**config.mk**
```make
export PLATFORM = sky130hd
export DESIGN_NAME = rst_supervisor
export DESIGN_NICKNAME = d
export VERILOG_FILES = /design/src/rtl/rsv_pkg.sv /design/src/rtl/rsv_sync.sv /design/src/rtl/rsv_debounce.sv /design/src/rtl/rsv_stretch.sv /design/src/rtl/rst_supervisor.sv
export SDC_FILE = /design/constraint.sdc
export NUM_CORES = 1
export LEC_CHECK = 0
export BUFFER_PORTS_ARGS = -buffer_cell sky130_fd_sc_hd__clkbuf_2
export CAP_MARGIN = 30
export CORE_MARGIN = 2
export CORE_UTILIZATION = 60
export DETAILED_ROUTE_END_ITERATION = 16
export GPL_TIMING_DRIVEN = 0
export PLACE_DENSITY = 0.79
export SLEW_MARGIN = 0
export SYNTH_ARGS = -nofsm -noshare
export SYNTH_HDL_FRONTEND = slang
export SYNTH_SLANG_ARGS = --single-unit
export TNS_END_PERCENT = 10
```
**constraint.sdc**
```tcl
create_clock -name clk -period 3.7 [get_ports clk]
set_clock_uncertainty 0.1 [all_clocks]
set_input_delay 0.37 -clock clk [delete_from_list [all_inputs] [get_ports clk]]
set_output_delay 0.37 -clock clk [all_outputs]
set_load 0.01 [all_outputs]
```
**src/rtl/rsv_pkg.sv**
```systemverilog
package rsv_pkg;

    // Reset causes gathered ahead of the stretch timer.
    typedef struct packed {
        logic pwr_fail;
        logic button;
    } cause_t;

    // Converts a duration in ms at a clock rate in Hz into a cycle count (minimum 1).
    function automatic int unsigned ms_to_cycles(input int unsigned clk_hz,
                                                 input int unsigned ms);
        longint unsigned prod;
        prod = (longint'(clk_hz) * longint'(ms)) / 64'd1000;
        if (prod == 0) prod = 1;
        return int'(prod);
    endfunction

endpackage

```
**src/rtl/rsv_sync.sv**
```systemverilog
module rsv_sync #(
    parameter int unsigned WIDTH   = 1,
    parameter logic [WIDTH-1:0] RST_VAL = '0
) (
    input  logic             clk,
    input  logic             arst_n,
    input  logic [WIDTH-1:0] async_i,
    output logic [WIDTH-1:0] sync_o
);

    typedef struct packed {
        logic [WIDTH-1:0] meta;
        logic [WIDTH-1:0] stable;
    } sync_state_t;

    sync_state_t st_d, st_q;

    always_comb begin
        st_d        = st_q;
        st_d.meta   = async_i;
        st_d.stable = st_q.meta;
    end

    always_ff @(posedge clk or negedge arst_n) begin
        if (!arst_n) begin
            st_q.meta   <= RST_VAL;
            st_q.stable <= RST_VAL;
        end else begin
            st_q <= st_d;
        end
    end

    assign sync_o = st_q.stable;

endmodule

```
**src/rtl/rsv_debounce.sv**
```systemverilog
module rsv_debounce #(
    parameter int unsigned CYC = 1_000_000
) (
    input  logic clk,
    input  logic arst_n,
    input  logic lvl_n_i,     // synchronised button level, 0 = pressed
    output logic pressed_o
);

    localparam int unsigned CNT_W = (CYC > 1) ? $clog2(CYC) : 1;
    localparam logic [CNT_W-1:0] CNT_LAST = CNT_W'(CYC - 1);

    typedef struct packed {
        logic             filt;   // accepted level, 1 = released
        logic [CNT_W-1:0] cnt;    // consecutive cycles at the opposite level
    } deb_state_t;

    deb_state_t st_d, st_q;

    always_comb begin
        st_d = st_q;
        if (lvl_n_i == st_q.filt) begin
            // Any return to the accepted level restarts the run.
            st_d.cnt = '0;
        end else if (st_q.cnt == CNT_LAST) begin
            st_d.filt = lvl_n_i;
            st_d.cnt  = '0;
        end else begin
            st_d.cnt = st_q.cnt + 1'b1;
        end
    end

    always_ff @(posedge clk or negedge arst_n) begin
        if (!arst_n) begin
            st_q.filt <= 1'b1;
            st_q.cnt  <= '0;
        end else begin
            st_q <= st_d;
        end
    end

    assign pressed_o = ~st_q.filt;

endmodule

```
**src/rtl/rsv_stretch.sv**
```systemverilog
module rsv_stretch
    import rsv_pkg::*;
#(
    parameter int unsigned CYC = 12_500_000
) (
    input  logic   clk,
    input  logic   arst_n,
    input  cause_t cause_i,
    output logic   rst_o
);

    localparam int unsigned CNT_W = $clog2(CYC + 1);
    localparam logic [CNT_W-1:0] CNT_FULL = CNT_W'(CYC);

    typedef struct packed {
        logic             rst;
        logic [CNT_W-1:0] cnt;    // remaining hold cycles
    } str_state_t;

    str_state_t st_d, st_q;
    logic       any_cause;

    always_comb begin
        any_cause = |cause_i;
        st_d      = st_q;
        if (any_cause) begin
            st_d.cnt = CNT_FULL;
        end else if (st_q.cnt != '0) begin
            st_d.cnt = st_q.cnt - 1'b1;
        end
        st_d.rst = any_cause || (st_d.cnt != '0);
    end

    always_ff @(posedge clk or negedge arst_n) begin
        if (!arst_n) begin
            st_q.rst <= 1'b1;
            st_q.cnt <= CNT_FULL;
        end else begin
            st_q <= st_d;
        end
    end

    assign rst_o = st_q.rst;

endmodule

```
**src/rtl/rst_supervisor.sv**
```systemverilog
module rst_supervisor
    import rsv_pkg::*;
#(
    parameter int unsigned CLK_HZ      = 50_000_000,
    parameter int unsigned DEBOUNCE_MS = 20,
    parameter int unsigned STRETCH_MS  = 250
) (
    input  logic clk,
    input  logic arst_n,
    input  logic pwr_good_i,
    input  logic pb_n_i,
    output logic rst_o,
    output logic rst_n_o,
    output logic rst_n_pull_o
);

    localparam int unsigned DB_CYC = ms_to_cycles(CLK_HZ, DEBOUNCE_MS);
    localparam int unsigned ST_CYC = ms_to_cycles(CLK_HZ, STRETCH_MS);

    logic [1:0] raw_in;
    logic [1:0] syn_in;
    logic       pressed;
    cause_t     cause;
    logic       cause_any;
    logic       rst_int;

    assign raw_in = {pwr_good_i, pb_n_i};

    // Power-bad and released-button are the safe reset values.
    rsv_sync #(
        .WIDTH   (2),
        .RST_VAL (2'b01)
    ) i_sync (
        .clk     (clk),
        .arst_n  (arst_n),
        .async_i (raw_in),
        .sync_o  (syn_in)
    );

    rsv_debounce #(
        .CYC (DB_CYC)
    ) i_debounce (
        .clk       (clk),
        .arst_n    (arst_n),
        .lvl_n_i   (syn_in[0]),
        .pressed_o (pressed)
    );

    always_comb begin
        cause.pwr_fail = ~syn_in[1];
        cause.button   = pressed;
        cause_any      = |cause;
    end

    rsv_stretch #(
        .CYC (ST_CYC)
    ) i_stretch (
        .clk     (clk),
        .arst_n  (arst_n),
        .cause_i (cause),
        .rst_o   (rst_int)
    );

    assign rst_o        = rst_int;
    assign rst_n_o      = ~rst_int;
    assign rst_n_pull_o = rst_int;

endmodule

```
* Word level (Yosys, flattened, before mapping)
Cells that the tools add are included.
** Storage, ports and cells
- Flip-flop bits (word level) :: 50
- Word-level logic and storage cells :: 23
- Bits of input ports :: 4
- Output and inout bits :: 3
** Operators by class
- Equal/unequal tests :: 2
- Reductions and logical operators :: 5
- Mux-type cells :: 4
- Add/sub/neg operators :: 2
- Bitwise gates (word level) :: 4
** Operator list (count)
- 24-bit two-way mux :: 2
- 24-bit nonzero test :: 2
- 20-bit two-way mux :: 2
- 24-bit by 1-bit subtractor with 24-bit output (second input constant) :: 1
- 20-bit by 1-bit adder with 20-bit output (second input constant) :: 1
- 20-bit == test (second input constant) :: 1
- 1-bit NOT :: 4
- 2-bit AND reduction :: 1
- 2-bit OR reduction :: 1
- 1-bit == test :: 1
- 1-bit logical OR :: 1

* Logic depth before layout (Yosys ltp)
- Word-level depth :: 5
- Mapped depth :: 9
- Mapped depth without buffers :: 8

* By module
From an unflattened synthesis, not the netlist that was laid out.
** Second synthesis, totals
- Cell total of the unflattened synthesis :: 272
- Area total of the unflattened synthesis :: 2685.1 µm²
** Modules (own cells, without submodules)
- rsv_stretch :: area an instance 1466.4 µm², times used 1, cells each 159, seq. area each 641.9 µm²
- rsv_debounce :: area an instance 1101.1 µm², times used 1, cells each 106, seq. area each 526.8 µm²
- rsv_sync :: area an instance 102.6 µm², times used 1, cells each 4, seq. area each 102.6 µm²
- rst_supervisor :: area an instance 15.0 µm², times used 1, cells each 3, seq. area each 0.0 µm²

* Least setup slack after synthesis
Ideal clock, no wire load.
- Path type :: register -> register
- From :: register i_stretch.st_q[16] (netlist name)
- To :: register i_stretch.st_q, in the netlist i_stretch.rst_o
- Library setup time :: 0.095 ns
- Period minus slack after synthesis :: 2.709 ns
- Stages on the path, launching flop included :: 9
- Path buffers :: 2
- Setup slack :: 0.991 ns
- Data required time :: 3.505 ns
- Arrival :: 2.513 ns
- Cell sequence :: dfrtp_1 -> or4_1 -> buf_2 -> or4_4 -> buf_6 -> o311a_4 -> mux2i_2 -> nor4_1 -> nand4_1
** RTL lines
- start: declaration :: line rsv_stretch.sv:20 : str_state_t st_d, st_q;
- start signal: assignment :: line rsv_stretch.sv:39 : st_q <= st_d;

==> impl_metrics.json <==
{
  "hp-class": "input pin to flip-flop",
  "stdcell_area_um2": 3020,
  "avgSynthCellArea_um2": 9.58,
  "rsz0062_at_grt": "no",
  "power.share.switching": 0.199,
  "comb_power_share": 0.023,
  "grt_pass1_wl_um": 10200,
  "htreeDepth": 2,
  "vias_per_cell": 6.20,
  "synthArstFlopShare": 1.00,
  "drv_cap": 0,
  "synth_most_common_cell": "nor2_1",
  "synthCells": 288,
  "min_period_ps": 2990,
  "core_area_um2": 4380,
  "worst_setup_path_end_kind": "flip-flop",
  "worst_slew_pin_slew_ps": 588,
  "cp-start-kind": "flip-flop",
  "clock-sinks": 50,
  "die_y_um": 71.8,
  "die_area_um2": 5150,
  "fillerInstances": 334,
  "synthesis.nets": 295,
  "power.internal_w": 0.000821,
  "clock_latency_ps": 310,
  "p_leak_nw": 1.22,
  "place_congestion": 0.870,
  "yosys_warnings": 0,
  "start_util": 0.629,
  "io_buffers": 6,
  "synth_top_area_cell": "dfrtp_1",
  "nNetsFinal": 310,
  "cp.arrival_ps": 3100,
  "antenna_found_initial": 0,
  "seq_power_share": 0.543,
  "powerDensity_nw_per_um2": 339,
  "cts_root_buf": "clkbuf_8",
  "slew_violations": 0,
  "yosys.cell_types.count": 55,
  "p_sw_w": 0.000204,
  "cts_resized": 0,
  "drc": 0,
  "drt_wl_total_um": 5820,
  "synth_enable_flop_cells": 0,
  "finalHoldViolCount": 0,
  "grt_max_degree": 33,
  "path_class": "flip-flop to flip-flop",
  "clk_pin_slew_ps": 90,
  "synth_common_cells": "nor2_1 (44), dfrtp_1 (34), dfstp_2 (16), nand2_1 (16), nor4_1 (14)",
  "cp.required_ps": 3810,
  "slew_headroom": 0.605,
  "postCtsSetupBuffers": 0,
  "timing.final.crit_share": 0.808,
  "worstPathMaxFanout": 10,
  "row_count": 24,
  "grt_overflow": 0,
  "ys.flop_type": "dfrtp_1",
  "synthesis.area_um2": 2760,
  "cts_tree": "done",
  "timing.fmax_ghz": 0.335,
  "wire_per_inst_um": 16.3,
  "place_hpwl_um": 4330,
  "syn_to_final_growth_pct": 9.53,
  "drive_gt1_frac": 0.151,
  "ys_seq_area_frac": 0.461,
  "numCtsBuffers": 5,
  "synth-seq-cells": 50,
  "die_w_um": 71.8,
  "io_pins": 7,
  "pwr-share-clk": 0.434,
  "grtUsageTotal": 0.256,
  "synth.top_cell.area_share": 0.309,
  "via_count": 2206,
  "detail-route-antenna-nets": 0,
  "grt_pass1_vias": 2154,
  "placed_area_um2": 2870,
  "power_w": 0.00103,
  "drtIter0Drc": 171,
  "num_antenna_cells": 0,
  "finalSetupViolations": 0,
  "ir_drop_mv": 0.277,
  "outcome": "finished, final reports clean",
  "tns_ps": 0,
  "clockBufferDepth": 2,
  "synth_area_leaders": "dfrtp_1 (31%), dfstp_2 (15%), nor2_1 (6.0%)",
  "firstDrtPassIters": 4
}
[area by class of cell]
class,count,area (um2),area share
repair buffers,8,60.1,0.0199
plain buffers,11,53.8,0.0178
multi-input cells,220,1410,0.466
well taps,52,65.1,0.0215
flip-flops and latches,50,1270,0.421
inverters,7,26.3,0.00870
clock inverters,1,30.0,0.00994
clock buffers,7,108,0.0356
[registers in the layout (all words and copies together), names as in the netlist]
register,count
i_stretch.st_q,24
i_debounce.st_q,21
i_sync.st_d,2
i_sync.sync_o,2
i_stretch.rst_o,1
[power groups by stage]
stage	Sequential [W]	Combinational, W	Clock, W
2_1_floorplan	0.000566	0.00000756	0
4_1_cts	0.000557	0.0000251	0.000450
3_3_place_gp	0.000566	0.0000212	0
5_1_grt	0.000557	0.0000284	0.000471
6_report	0.000557	0.0000239	0.000444
3_5_place_dp	0.000567	0.0000242	0
[critical path: stages, from the launching register on]
cell      delay (ps)
dfrtp_1          430
or4_1            500
buf_2            170
or4_4            530
buf_6            150
o21ai_1          180
o311ai_1         130
nor4_1           520
nand4_1          170
[metal layers]
layer	up-vias	part of all wire	GRT usage
li1	1078	-	-
met1	1060	0.45	0.348
met2	57	0.49	0.408
met3	11	0.042	0.0450
met4	0	0.019	0.101
met5	-	0	0
[final timing paths]
check / from / endpoint / slack (ps) / cells after the start
min reg2reg: i_sync.st_d[1] / i_sync.sync_o[1] / 250 / 0
max: i_stretch.st_q[16] / i_stretch.rst_o / 710 / 8
min in group asynchronous: arst_n / i_stretch.st_q[8] / 450 / 2
max reg2reg: i_stretch.st_q[16] / i_stretch.rst_o / 710 / 8
max in group asynchronous: arst_n / i_stretch.st_q[18] / 2440 / 3
min: pb_n_i / i_sync.st_d[0] / 40 / 1
[layout by cell type, fill, tap and decap left out, types with 3 or more instances in the layout]
| cell | instances |
|---|---|
| nand2_1 | 16 |
| nor4_1 | 14 |
| dfrtp_1 | 34 |
| clkbuf_8 | 6 |
| mux2i_1 | 4 |
| o21ai_0 | 8 |
| nand3_1 | 11 |
| clkbuf_2 | 6 |
| xnor2_1 | 13 |
| nor4b_1 | 4 |
| and3_1 | 9 |
| nand4_1 | 7 |
| and2_1 | 3 |
| or2_2 | 3 |
| xor2_1 | 12 |
| or3_1 | 11 |
| nor3_1 | 11 |
| a21oi_1 | 5 |
| nor2_1 | 44 |
| dfstp_2 | 16 |
| ha_1 | 3 |
| or4_1 | 6 |
| inv_1 | 7 |
| clkbuf_1 | 8 |
[through the flow]
| step | utilization | hold slack [ps] | std cells | setup WS (ps) |
|---|---|---|---|---|
| after floorplan | - | -25.6 | 288 | 991 |
| after global placement | 0.651 | 233 | 346 | 821 |
| after detailed placement | 0.655 | 236 | 347 | 791 |
| after CTS | 0.689 | 40.7 | 356 | 778 |
| after global routing | 0.689 | 39.4 | 356 | 657 |
| final | 0.689 | 41.5 | 356 | 712 |
[logic make-up after synthesis]
kind of cell | count (synthesis) | synth area share
buffers and inverters | 18 | 0.0290
muxes | 7 | 0.0277
xor gates and xnor gates | 25 | 0.0794
AOI/OAI and AO/OA | 34 | 0.0908
adders and majority gates | 3 | 0.0136
DFF | 50 | 0.461
and+or+nand+nor | 151 | 0.299
[repair_timing]
item,in CTS,in global routing
hold endpoints to repair,8,0
hold buffers,1,0
endpoints found under the setup margin,0,0
(Power assumes the default switching activity.)
